## config.mk

```make
export PLATFORM = sky130hd
export DESIGN_NAME = phase_sweep_seq
export DESIGN_NICKNAME = d
export VERILOG_FILES = /design/src/rtl/psw_pkg.sv /design/src/rtl/psw_cfg.sv /design/src/rtl/psw_track.sv /design/src/rtl/psw_fsm.sv /design/src/rtl/psw_apply.sv /design/src/rtl/phase_sweep_seq.sv
export SDC_FILE = /design/constraint.sdc
export NUM_CORES = 1
export LEC_CHECK = 0
export ABC_AREA = 1
export BUFFER_PORTS_ARGS = -buffer_cell sky130_fd_sc_hd__buf_4
export CAP_MARGIN = 25
export CORE_MARGIN = 5
export CORE_UTILIZATION = 60
export CTS_BUF_LIST = sky130_fd_sc_hd__clkbuf_2 sky130_fd_sc_hd__clkbuf_4 sky130_fd_sc_hd__clkbuf_8
export DETAILED_ROUTE_END_ITERATION = 10
export GPL_TIMING_DRIVEN = 0
export PLACE_DENSITY = 0.75
export SKIP_LAST_GASP = 1
export SYNTH_ARGS = -nofsm -noshare
export SYNTH_HDL_FRONTEND = slang
export SYNTH_SLANG_ARGS = --single-unit
```

## constraint.sdc

```tcl
create_clock -name clk -period 16.2 [get_ports clk]
set_clock_uncertainty 0.05 [all_clocks]
set_input_delay 2.43 -clock clk [delete_from_list [all_inputs] [get_ports clk]]
set_output_delay 2.43 -clock clk [all_outputs]
set_load 0.02 [all_outputs]
```

## src/rtl/psw_pkg.sv

```systemverilog
package psw_pkg;
  typedef enum logic [1:0] {ST_IDLE, ST_ARM, ST_RUN} psw_state_e;

  typedef struct packed {
    logic hold_rst;
    logic apply_vsync;
    logic long_sweep;
    logic pick_worst;
  } psw_cfg_t;

  localparam logic [3:0] CFG_RESET = 4'b0100;
endpackage

```

## src/rtl/psw_cfg.sv

```systemverilog
module psw_cfg
  import psw_pkg::*;
(
  input  logic       clk,
  input  logic       rst_n,
  input  logic       we,
  input  logic [3:0] wdata,
  output psw_cfg_t   cfg
);
  psw_cfg_t cfg_q;

  always_ff @(posedge clk or negedge rst_n) begin
    if (!rst_n)  cfg_q <= psw_cfg_t'(CFG_RESET);
    else if (we) cfg_q <= psw_cfg_t'(wdata);
  end

  assign cfg = cfg_q;
endmodule

```

## src/rtl/psw_track.sv

```systemverilog
module psw_track #(
  parameter int SCORE_W = 16,
  parameter int IDX_W   = 6
) (
  input  logic               clk,
  input  logic               rst_n,
  input  logic               clr,
  input  logic               sample,
  input  logic               first,
  input  logic               pick_worst,
  input  logic [SCORE_W-1:0] score,
  input  logic [IDX_W-1:0]   idx,
  output logic               take,
  output logic [IDX_W-1:0]   win_idx
);
  logic [SCORE_W-1:0] ext_q;
  logic [IDX_W-1:0]   ext_idx_q;
  logic               beats;

  // strict comparison keeps the earlier index on a tie
  assign beats   = pick_worst ? (score < ext_q) : (score > ext_q);
  assign take    = sample && (first || beats);
  assign win_idx = take ? idx : ext_idx_q;

  always_ff @(posedge clk or negedge rst_n) begin
    if (!rst_n) begin
      ext_q     <= '0;
      ext_idx_q <= '0;
    end else if (clr) begin
      ext_q     <= '0;
      ext_idx_q <= '0;
    end else if (take) begin
      ext_q     <= score;
      ext_idx_q <= idx;
    end
  end
endmodule

```

## src/rtl/psw_fsm.sv

```systemverilog
module psw_fsm
  import psw_pkg::*;
#(
  parameter int PHASE_W     = 6,
  parameter int SHORT_STEPS = 28,
  parameter int LONG_STEPS  = 64,
  localparam int IDX_W      = (LONG_STEPS > 2) ? $clog2(LONG_STEPS) : 1
) (
  input  logic               clk,
  input  logic               rst_n,
  input  logic               clr,
  input  logic               start,
  input  logic               vsync,
  input  logic               cfg_long,
  input  logic               cfg_worst,
  input  logic [IDX_W-1:0]   win_idx,
  output logic               start_ok,
  output logic               sample,
  output logic               first,
  output logic               last,
  output logic               worst_q,
  output logic [IDX_W-1:0]   step,
  output logic [PHASE_W-1:0] target_d,
  output logic               busy,
  output logic               done
);
  localparam int PH_MAX = (1 << PHASE_W) - 1;

  // even spread of candidate k over the phase range
  function automatic logic [PHASE_W-1:0] phase_of(input logic [IDX_W-1:0] k, input logic lng);
    int n;
    n = lng ? LONG_STEPS : SHORT_STEPS;
    return PHASE_W'((int'(k) * PH_MAX) / (n - 1));
  endfunction

  psw_state_e         st_q;
  logic [IDX_W-1:0]   step_q;
  logic               lng_q;
  logic               wst_q;
  logic               done_q;
  logic [PHASE_W-1:0] target_q;

  assign start_ok = start && (st_q == ST_IDLE) && !clr;
  assign sample   = vsync && (st_q == ST_RUN);
  assign first    = (step_q == '0);
  assign last     = lng_q ? (step_q == IDX_W'(LONG_STEPS - 1)) : (step_q == IDX_W'(SHORT_STEPS - 1));

  always_comb begin
    target_d = target_q;
    if (start_ok)    target_d = phase_of('0, cfg_long);
    else if (sample) target_d = last ? phase_of(win_idx, lng_q) : phase_of(step_q + IDX_W'(1), lng_q);
  end

  always_ff @(posedge clk or negedge rst_n) begin
    if (!rst_n) begin
      st_q <= ST_IDLE; step_q <= '0; lng_q <= 1'b0; wst_q <= 1'b0;
      done_q <= 1'b0; target_q <= '0;
    end else if (clr) begin
      st_q <= ST_IDLE; step_q <= '0; lng_q <= 1'b0; wst_q <= 1'b0;
      done_q <= 1'b0; target_q <= '0;
    end else begin
      done_q   <= sample && last;
      target_q <= target_d;
      case (st_q)
        ST_IDLE: if (start_ok) begin
          st_q   <= ST_ARM;
          step_q <= '0;
          lng_q  <= cfg_long;
          wst_q  <= cfg_worst;
        end
        ST_ARM: if (vsync) st_q <= ST_RUN;
        ST_RUN: if (sample) begin
          if (last) st_q <= ST_IDLE;
          else      step_q <= step_q + IDX_W'(1);
        end
        default: st_q <= ST_IDLE;
      endcase
    end
  end

  assign worst_q = wst_q;
  assign step    = step_q;
  assign busy    = (st_q != ST_IDLE);
  assign done    = done_q;
endmodule

```

## src/rtl/psw_apply.sv

```systemverilog
module psw_apply #(
  parameter int PHASE_W = 6
) (
  input  logic               clk,
  input  logic               rst_n,
  input  logic               clr,
  input  logic               apply_vsync,
  input  logic               vsync,
  input  logic [PHASE_W-1:0] target_d,
  output logic [PHASE_W-1:0] phase_out
);
  logic [PHASE_W-1:0] ph_q;

  always_ff @(posedge clk or negedge rst_n) begin
    if (!rst_n)                      ph_q <= '0;
    else if (clr)                    ph_q <= '0;
    else if (!apply_vsync || vsync)  ph_q <= target_d;
  end

  assign phase_out = ph_q;
endmodule

```

## src/rtl/phase_sweep_seq.sv

```systemverilog
module phase_sweep_seq
  import psw_pkg::*;
#(
  parameter int PHASE_W     = 6,
  parameter int SCORE_W     = 16,
  parameter int SHORT_STEPS = 28,
  parameter int LONG_STEPS  = 64
) (
  input  logic               clk,
  input  logic               rst_n,
  input  logic               cfg_we,
  input  logic [3:0]         cfg_wdata,
  input  logic               start,
  input  logic               vsync,
  input  logic [SCORE_W-1:0] score,
  output logic [PHASE_W-1:0] phase_out,
  output logic               busy,
  output logic               done
);
  localparam int IDX_W = (LONG_STEPS > 2) ? $clog2(LONG_STEPS) : 1;

  psw_cfg_t           cfg_q;
  logic               start_ok, sample, first, last, take, worst_q;
  logic [IDX_W-1:0]   step, win_idx;
  logic [PHASE_W-1:0] target_d;

  psw_cfg u_cfg (.clk(clk), .rst_n(rst_n), .we(cfg_we), .wdata(cfg_wdata), .cfg(cfg_q));

  psw_fsm #(.PHASE_W(PHASE_W), .SHORT_STEPS(SHORT_STEPS), .LONG_STEPS(LONG_STEPS)) u_fsm (
    .clk(clk), .rst_n(rst_n), .clr(cfg_q.hold_rst), .start(start), .vsync(vsync),
    .cfg_long(cfg_q.long_sweep), .cfg_worst(cfg_q.pick_worst), .win_idx(win_idx),
    .start_ok(start_ok), .sample(sample), .first(first), .last(last), .worst_q(worst_q),
    .step(step), .target_d(target_d), .busy(busy), .done(done));

  psw_track #(.SCORE_W(SCORE_W), .IDX_W(IDX_W)) u_track (
    .clk(clk), .rst_n(rst_n), .clr(cfg_q.hold_rst), .sample(sample), .first(first),
    .pick_worst(worst_q), .score(score), .idx(step), .take(take), .win_idx(win_idx));

  psw_apply #(.PHASE_W(PHASE_W)) u_apply (
    .clk(clk), .rst_n(rst_n), .clr(cfg_q.hold_rst), .apply_vsync(cfg_q.apply_vsync),
    .vsync(vsync), .target_d(target_d), .phase_out(phase_out));
endmodule

```

# Yosys cells after proc, flatten, opt, wreduce, memory -nomap -nowiden
# Cells that the tools add are included.
[classes] mul=2 magnitude_cmp=2 addsub=3 reduce_logical=20 div_mod_pow=3 mux=32 eq_ne=9
[op_table] operator="6-bit two-way mux" count=12
[op_table] operator="32-bit by 32-bit divider with 32-bit output" count=2
[op_table] operator="32-bit by 2-bit subtractor with 32-bit output (second input constant)" count=2
[op_table] operator="1-bit by 32-bit divider with 32-bit output (first input constant)" count=1
[op_table] operator="16-bit two-way mux" count=2
[op_table] operator="6-bit by 6-bit multiplier with 12-bit output (second input constant)" count=2
[op_table] operator="16-bit greater-than comparator" count=1
[op_table] operator="16-bit less-than comparator" count=1
[op_table] operator="7-bit two-way mux" count=2
[op_table] operator="6-bit case mux with 2 select lines" count=1
[op_table] operator="2-bit two-way mux" count=5
[op_table] operator="2-bit nonzero test" count=5
[op_table] operator="1-bit two-way mux" count=9
[op_table] operator="3-bit != test (second input constant)" count=3
[op_table] operator="4-bit AND reduction" count=2
[op_table] operator="6-bit by 1-bit adder with 6-bit output (second input constant)" count=1
[op_table] operator="6-bit by 5-bit == test with 1-bit output (second input constant)" count=1
[op_table] operator="6-bit == test (second input constant)" count=1
[op_table] operator="6-bit logical NOT" count=1
[op_table] operator="3-bit by 2-bit != test with 1-bit output (second input constant)" count=2
[op_table] operator="2-bit case mux with 3 select lines" count=1
[op_table] operator="1-bit logical AND" count=5
[op_table] operator="3-bit nonzero test" count=1
[op_table] operator="2-bit by 1-bit == test with 1-bit output (second input constant)" count=1
[op_table] operator="other kinds (5)" count=7
[word_totals] output_inout_bits=8 regBits=49 in_bits=25

# Depth between registers and ports, before layout
[depth] ltp_word=12 ltp_mapped=106 mapped_depth_nobuf=103

# Hierarchy
# Synthesis repeated with hierarchy kept, for this count alone.
[hier_totals] cells_unflattened=1203 area_unflattened_um2=7925.1
[modules_own_cells] mod="psw_fsm" instances=1 area_per_inst_um2=5967.0 cells_per_inst=953
[modules_own_cells] mod="psw_track" instances=1 area_per_inst_um2=1546.5 cells_per_inst=205
[modules_own_cells] mod="psw_apply" instances=1 area_per_inst_um2=261.5 cells_per_inst=28
[modules_own_cells] mod="psw_cfg" instances=1 area_per_inst_um2=150.1 cells_per_inst=17

# Least setup slack after synthesis
# No wires, ideal clock.
[synth_path] kind="input-to-reg" start="in score[9]" end="reg u_apply.ph_q[0] (netlist: u_apply.phase_out[0])" path_slack_ns=0.314 n_path_buf=4 stages=101 arrival_time_ns=15.718 setup_time_ns=0.117 required_ns=16.033 path_cell_list="ha_1 -> nand2_1 -> inv_1 -> o21bai_1 -> a21oi_1 -> a2111oi_0 -> o211ai_1 -> o21ai_0 -> o21ai_0 -> nand2_1 -> clkinv_1 -> or2_2 -> o21ai_0 -> inv_1 -> fa_1 -> fa_1 -> fa_1 -> ha_1 -> [... 65 more ...] -> nand3_1 -> nand2_2 -> nor2_2 -> nand3_4 -> buf_6 -> nand2_1 -> nand2_1 -> ha_1 -> nand2_1 -> nor2_1 -> o2111ai_1 -> nand2_1 -> nand3_1 -> nand4_1 -> nor2_1 -> nand2_1 -> nand3_1 -> nand2_1"
[synth_between] elab_chain_len=12
[synth_lines] item="from (decl)" line="phase_sweep_seq.sv:15" text="input logic [SCORE_W-1:0] score,"
[synth_lines] item="16-bit greater-than comparator / 16-bit less-than comparator (equally long branches)" line="psw_track.sv:21" text="assign beats = pick_worst ? (score < ext_q) : (score > ext_q);"
[synth_lines] item="1-bit two-way mux *" line="psw_track.sv:21"
[synth_lines] item="1-bit logical OR *" line="psw_track.sv:22" text="assign take = sample && (first || beats);"
[synth_lines] item="1-bit logical AND *" line="psw_track.sv:22"
[synth_lines] item="6-bit two-way mux *" line="psw_track.sv:23" text="assign win_idx = take ? idx : ext_idx_q;"
[synth_lines] item="6-bit by 6-bit multiplier with 12-bit output *" line="psw_fsm.sv:33" text="return PHASE_W'((int'(k) * PH_MAX) / (n - 1));"
[synth_lines] item="32-bit by 32-bit divider with 32-bit output *" line="psw_fsm.sv:33"
[synth_lines] item="6-bit two-way mux * (2 in series)" line="psw_fsm.sv:51" text="else if (sample) target_d = last ? phase_of(win_idx, lng_q) : phase_of(step_q + IDX_W'(1), lng_q);"
[synth_lines] item="6-bit two-way mux *" line="psw_fsm.sv:50" text="if (start_ok) target_d = phase_of('0, cfg_long);"
[synth_lines] item="6-bit two-way mux *" line="psw_apply.sv:17" text="else if (!apply_vsync || vsync) ph_q <= target_d;"
[synth_lines] item="6-bit two-way mux *" line="psw_apply.sv:16" text="else if (clr) ph_q <= '0;"
[synth_lines] item="to (signal assigned)" line="psw_apply.sv:17"
[synth_lines] item="to (decl)" line="psw_apply.sv:12" text="logic [PHASE_W-1:0] ph_q;"
# Every way passes the cells marked *; elsewhere a longest branch is shown, timed or not. The select of a mux whose other input is x is not followed.
# A chain may end at the register's enable or synchronous reset.

# Worst setup path in the final report
[layout_path] start="in score[13]" end="reg u_apply.ph_q[0] (netlist: u_apply.phase_out[0])"
# Same word-level chain as after synthesis.

==> flow_summary_export.csv <==
group,metric,value,unit
critical_path,critical_path.max_fanout,6,
synth,netlist_area,7360,sq um
sta,setup_violations,0,
critical_path,cp_slowest_stage_delay,560,ps
layout,nNetsFinal,1331,
sta,slew_viol_final,0,
placement,hpwl,13.4,mm
clock_tree,cts_tree,"yes",
critical_path,worstPathArrival,15760,ps
grt,first_global_vias,6756,
layout,syn2layout_area_growth,21.8,%
placement,portBuffers,32,
status,status,"complete, no violations",
critical_path,critPathRequiredTime,16340,ps
critical_path,cpMaxStageDelayCell,"fa_1",
grt,grt_pass1_wl,29.9,mm
grt,grt_max_degree,50,
synth,synth_cell_types,49,
layout,final_area,8960,sq um
floorplanning,fp.dieArea,14600,sq um
synth,synthTopCellsByCount,"nand2_1 (269), inv_1 (200), nand3_1 (98)",
synth,yosysTopAreaCell,"dfrtp_1",
clock_tree,clockBufferDepth,2,
drt,drt_iter0_markers,422,
sta,hold_viol_final,0,
layout,regArea,1230,sq um
clock_tree,h-tree-depth,2,
drt,drcViolationCount,0,
floorplanning,die_y,121,microns
drt,first_pass_iters,5,
grt,grt_use_total,24.1,%
layout,multi_input_area,5710,sq um
run,cap_violations,0,
grt,antenna_found_initial,0,
clock_tree,numCtsBuffers,5,
floorplanning,num_rows,40,
clock_tree,cts.sinks,49,
floorplanning,core-area,12000,sq um
grt,overflow,0,
synth,synth-main-ff-cell,"dfrtp_1",
clock_tree,insertion_delay,300,ps
floorplanning,io_pins,33,
floorplanning,die_w,121,microns
critical_path,cp_common_cell,"buf_4",
clock_tree,clk_pin_slew,80,ps
synth,synthCells,1092,
sta,fin_crit_sh,96.4,%
synth,synth_edf_count,0,
synth,ys_seq_area_share,16.7,%
placement,globalplace.congestion,0.901,
placement,postPlaceCellArea,7780,sq um
critical_path,cp-end-kind,"register",
layout,fillers,958,
layout,n_antenna_cell,0,
critical_path,path_class,"in -> reg",
drt,via_per_inst,5.44,
min_path,hold_class,"reg -> reg",
clock_tree,cts-root-buf,"clkbuf_8",
clock_tree,ctsHoldBuffers,0,
sta,worst_pin_slew,1280,ps
synth,synth_seq_cells,49,
synth,ys_warn_count,0,
drt,wl,18.6,mm
synth,synth_top_area_share,16.3,%
sta,slew_headroom,14.4,%
synth,syn_nets,1218,
synth,synth.most_common_cell,"nand2_1",
synth,async_flop_share,100,%
synth,syn_avg_cell_area,6.74,sq um
synth,synthTopCellsByArea,"dfrtp_1 (16%), nand2_1 (14%), ha_1 (13%), inv_1 (10%), fa_1 (6.8%)",
drt,ant_nets,0,
sta,fmax,64.0,MHz
layout,layout-drive-gt1-share,24.8,%
floorplanning,start_util,61.3,%
critical_path,startpoint_type,"input port",
drt,routed-via-count,7357,
drt,routedWlPerCell,13.8,microns
sta,finalCriticalPeriod,15620,ps
[logic make-up after synthesis]
kind of cell | synth area share, %
buffers and inverters | 12.8
adders and majority gates | 19.7
DFF | 16.7
AOI/OAI and AO/OA | 7.94
and+or+nand+nor | 38.8
muxes | 0.459
xor gates and xnor gates | 3.69
[flip-flops by register name, summed over array words and instances, names as in the netlist]
register	count
u_fsm.lng_q	1
u_fsm.done	1
u_apply.phase_out	6
u_track.ext_q	16
u_fsm.worst_q	1
u_fsm.target_q	6
u_track.ext_idx_q	6
u_fsm.st_q	2
u_cfg.cfg	4
u_fsm.step	6
[final cells by class]
| type | instances | area share, % |
|---|---|---|
| Buffer | 17 | 1.59 |
| Clock buffer | 7 | 0.935 |
| Inverter | 212 | 8.96 |
| Tap cell | 147 | 2.05 |
| Clock inverter | 1 | 0.0838 |
| Timing Repair Buffer | 107 | 8.96 |
| Sequential cell | 49 | 13.7 |
| Multi-Input combinational cell | 813 | 63.7 |
[through the flow]
step | instances | setup TNS (ps) | util [%] | hold WS [ps] | setup slack (ps)
after floorplan | 1092 | 0 | - | 427 | 314
after global placement | 1271 | -4970 | 64.8 | 421 | -1800
after detailed placement | 1271 | -5520 | 64.8 | 425 | -1920
after CTS | 1316 | 0 | 69.0 | 445 | 7.89
after global routing | 1353 | -473 | 74.6 | 465 | -302
final | 1353 | 0 | 74.6 | 436 | 583
[layer usage]
metal / vias to the layer above / share of wire [%] / track usage [%]
met2: 107 / 50 / 42.2
met4: 0 / 1.9 / 5.31
met5: - / 0 / 0
met1: 3503 / 45 / 32.6
li1: 3712 / - / -
met3: 35 / 2.6 / 1.73
[placed cells by master, fill, tap and decap left out, types with 4 or more instances in the layout]
master,netlist,final
o22ai_1,5,4
xnor2_1,8,7
or2_2,6,4
o21ai_0,57,48
clkbuf_1,7,6
nand3b_1,5,5
nand3_2,16,20
nand3_1,98,92
ha_1,76,60
nand4_1,36,36
nand2_1,269,259
buf_4,0,107
nand3_4,7,9
fa_2,0,4
clkbuf_8,0,5
xor2_2,0,4
nand2_2,34,33
clkbuf_4,2,4
o21ai_1,2,5
fa_1,25,21
nand2_4,2,13
inv_1,200,188
o211ai_1,6,6
nor2_2,7,11
nor2_4,6,11
dfrtp_1,48,48
inv_2,8,19
o21ai_2,1,4
nor2_1,72,63
ha_4,0,15
a21oi_1,25,23
buf_6,9,8
xor2_1,23,19
[repair_timing]
action | in CTS | in global routing
resized for setup | 38 | 82
endpoints found under the setup margin | 4 | 4
pin swaps | 23 | 64
setup buffers | 38 | 37
[critical path: cells and delay by family]
| family | cells | cell delay (ps) |
|---|---|---|
| xor+xnor | 6 | 940 |
| simple gates | 51 | 4920 |
| fa+ha+maj | 11 | 3800 |
| compound gates | 6 | 740 |
| buf+inv | 29 | 2920 |
[final timing paths]
| path | to | depth (start not counted) | slack [ps] | startpoint |
|---|---|---|---|---|
| worst min register to register | u_apply.phase_out[2]$_DFFE_PN0P_ | 2 | 440 | u_apply.phase_out[2]$_DFFE_PN0P_ |
| max in group asynchronous | u_fsm.target_q[3]$_DFF_PN0_ | 1 | 13590 | rst_n |
| worst min-delay path | u_apply.phase_out[2]$_DFFE_PN0P_ | 2 | 440 | u_apply.phase_out[2]$_DFFE_PN0P_ |
| worst max register to register | u_apply.phase_out[0]$_DFFE_PN0P_ | 103 | 2450 | u_track.ext_q[14]$_DFFE_PN0P_ |
| worst max-delay path | u_apply.phase_out[0]$_DFFE_PN0P_ | 103 | 580 | score[13] |
| min in group asynchronous | u_apply.phase_out[1]$_DFFE_PN0P_ | 1 | 2090 | rst_n |
Power is left out: the tool's default activity adds up to more than one toggle a clock period on the data nets, which glitch-free logic cannot reach.
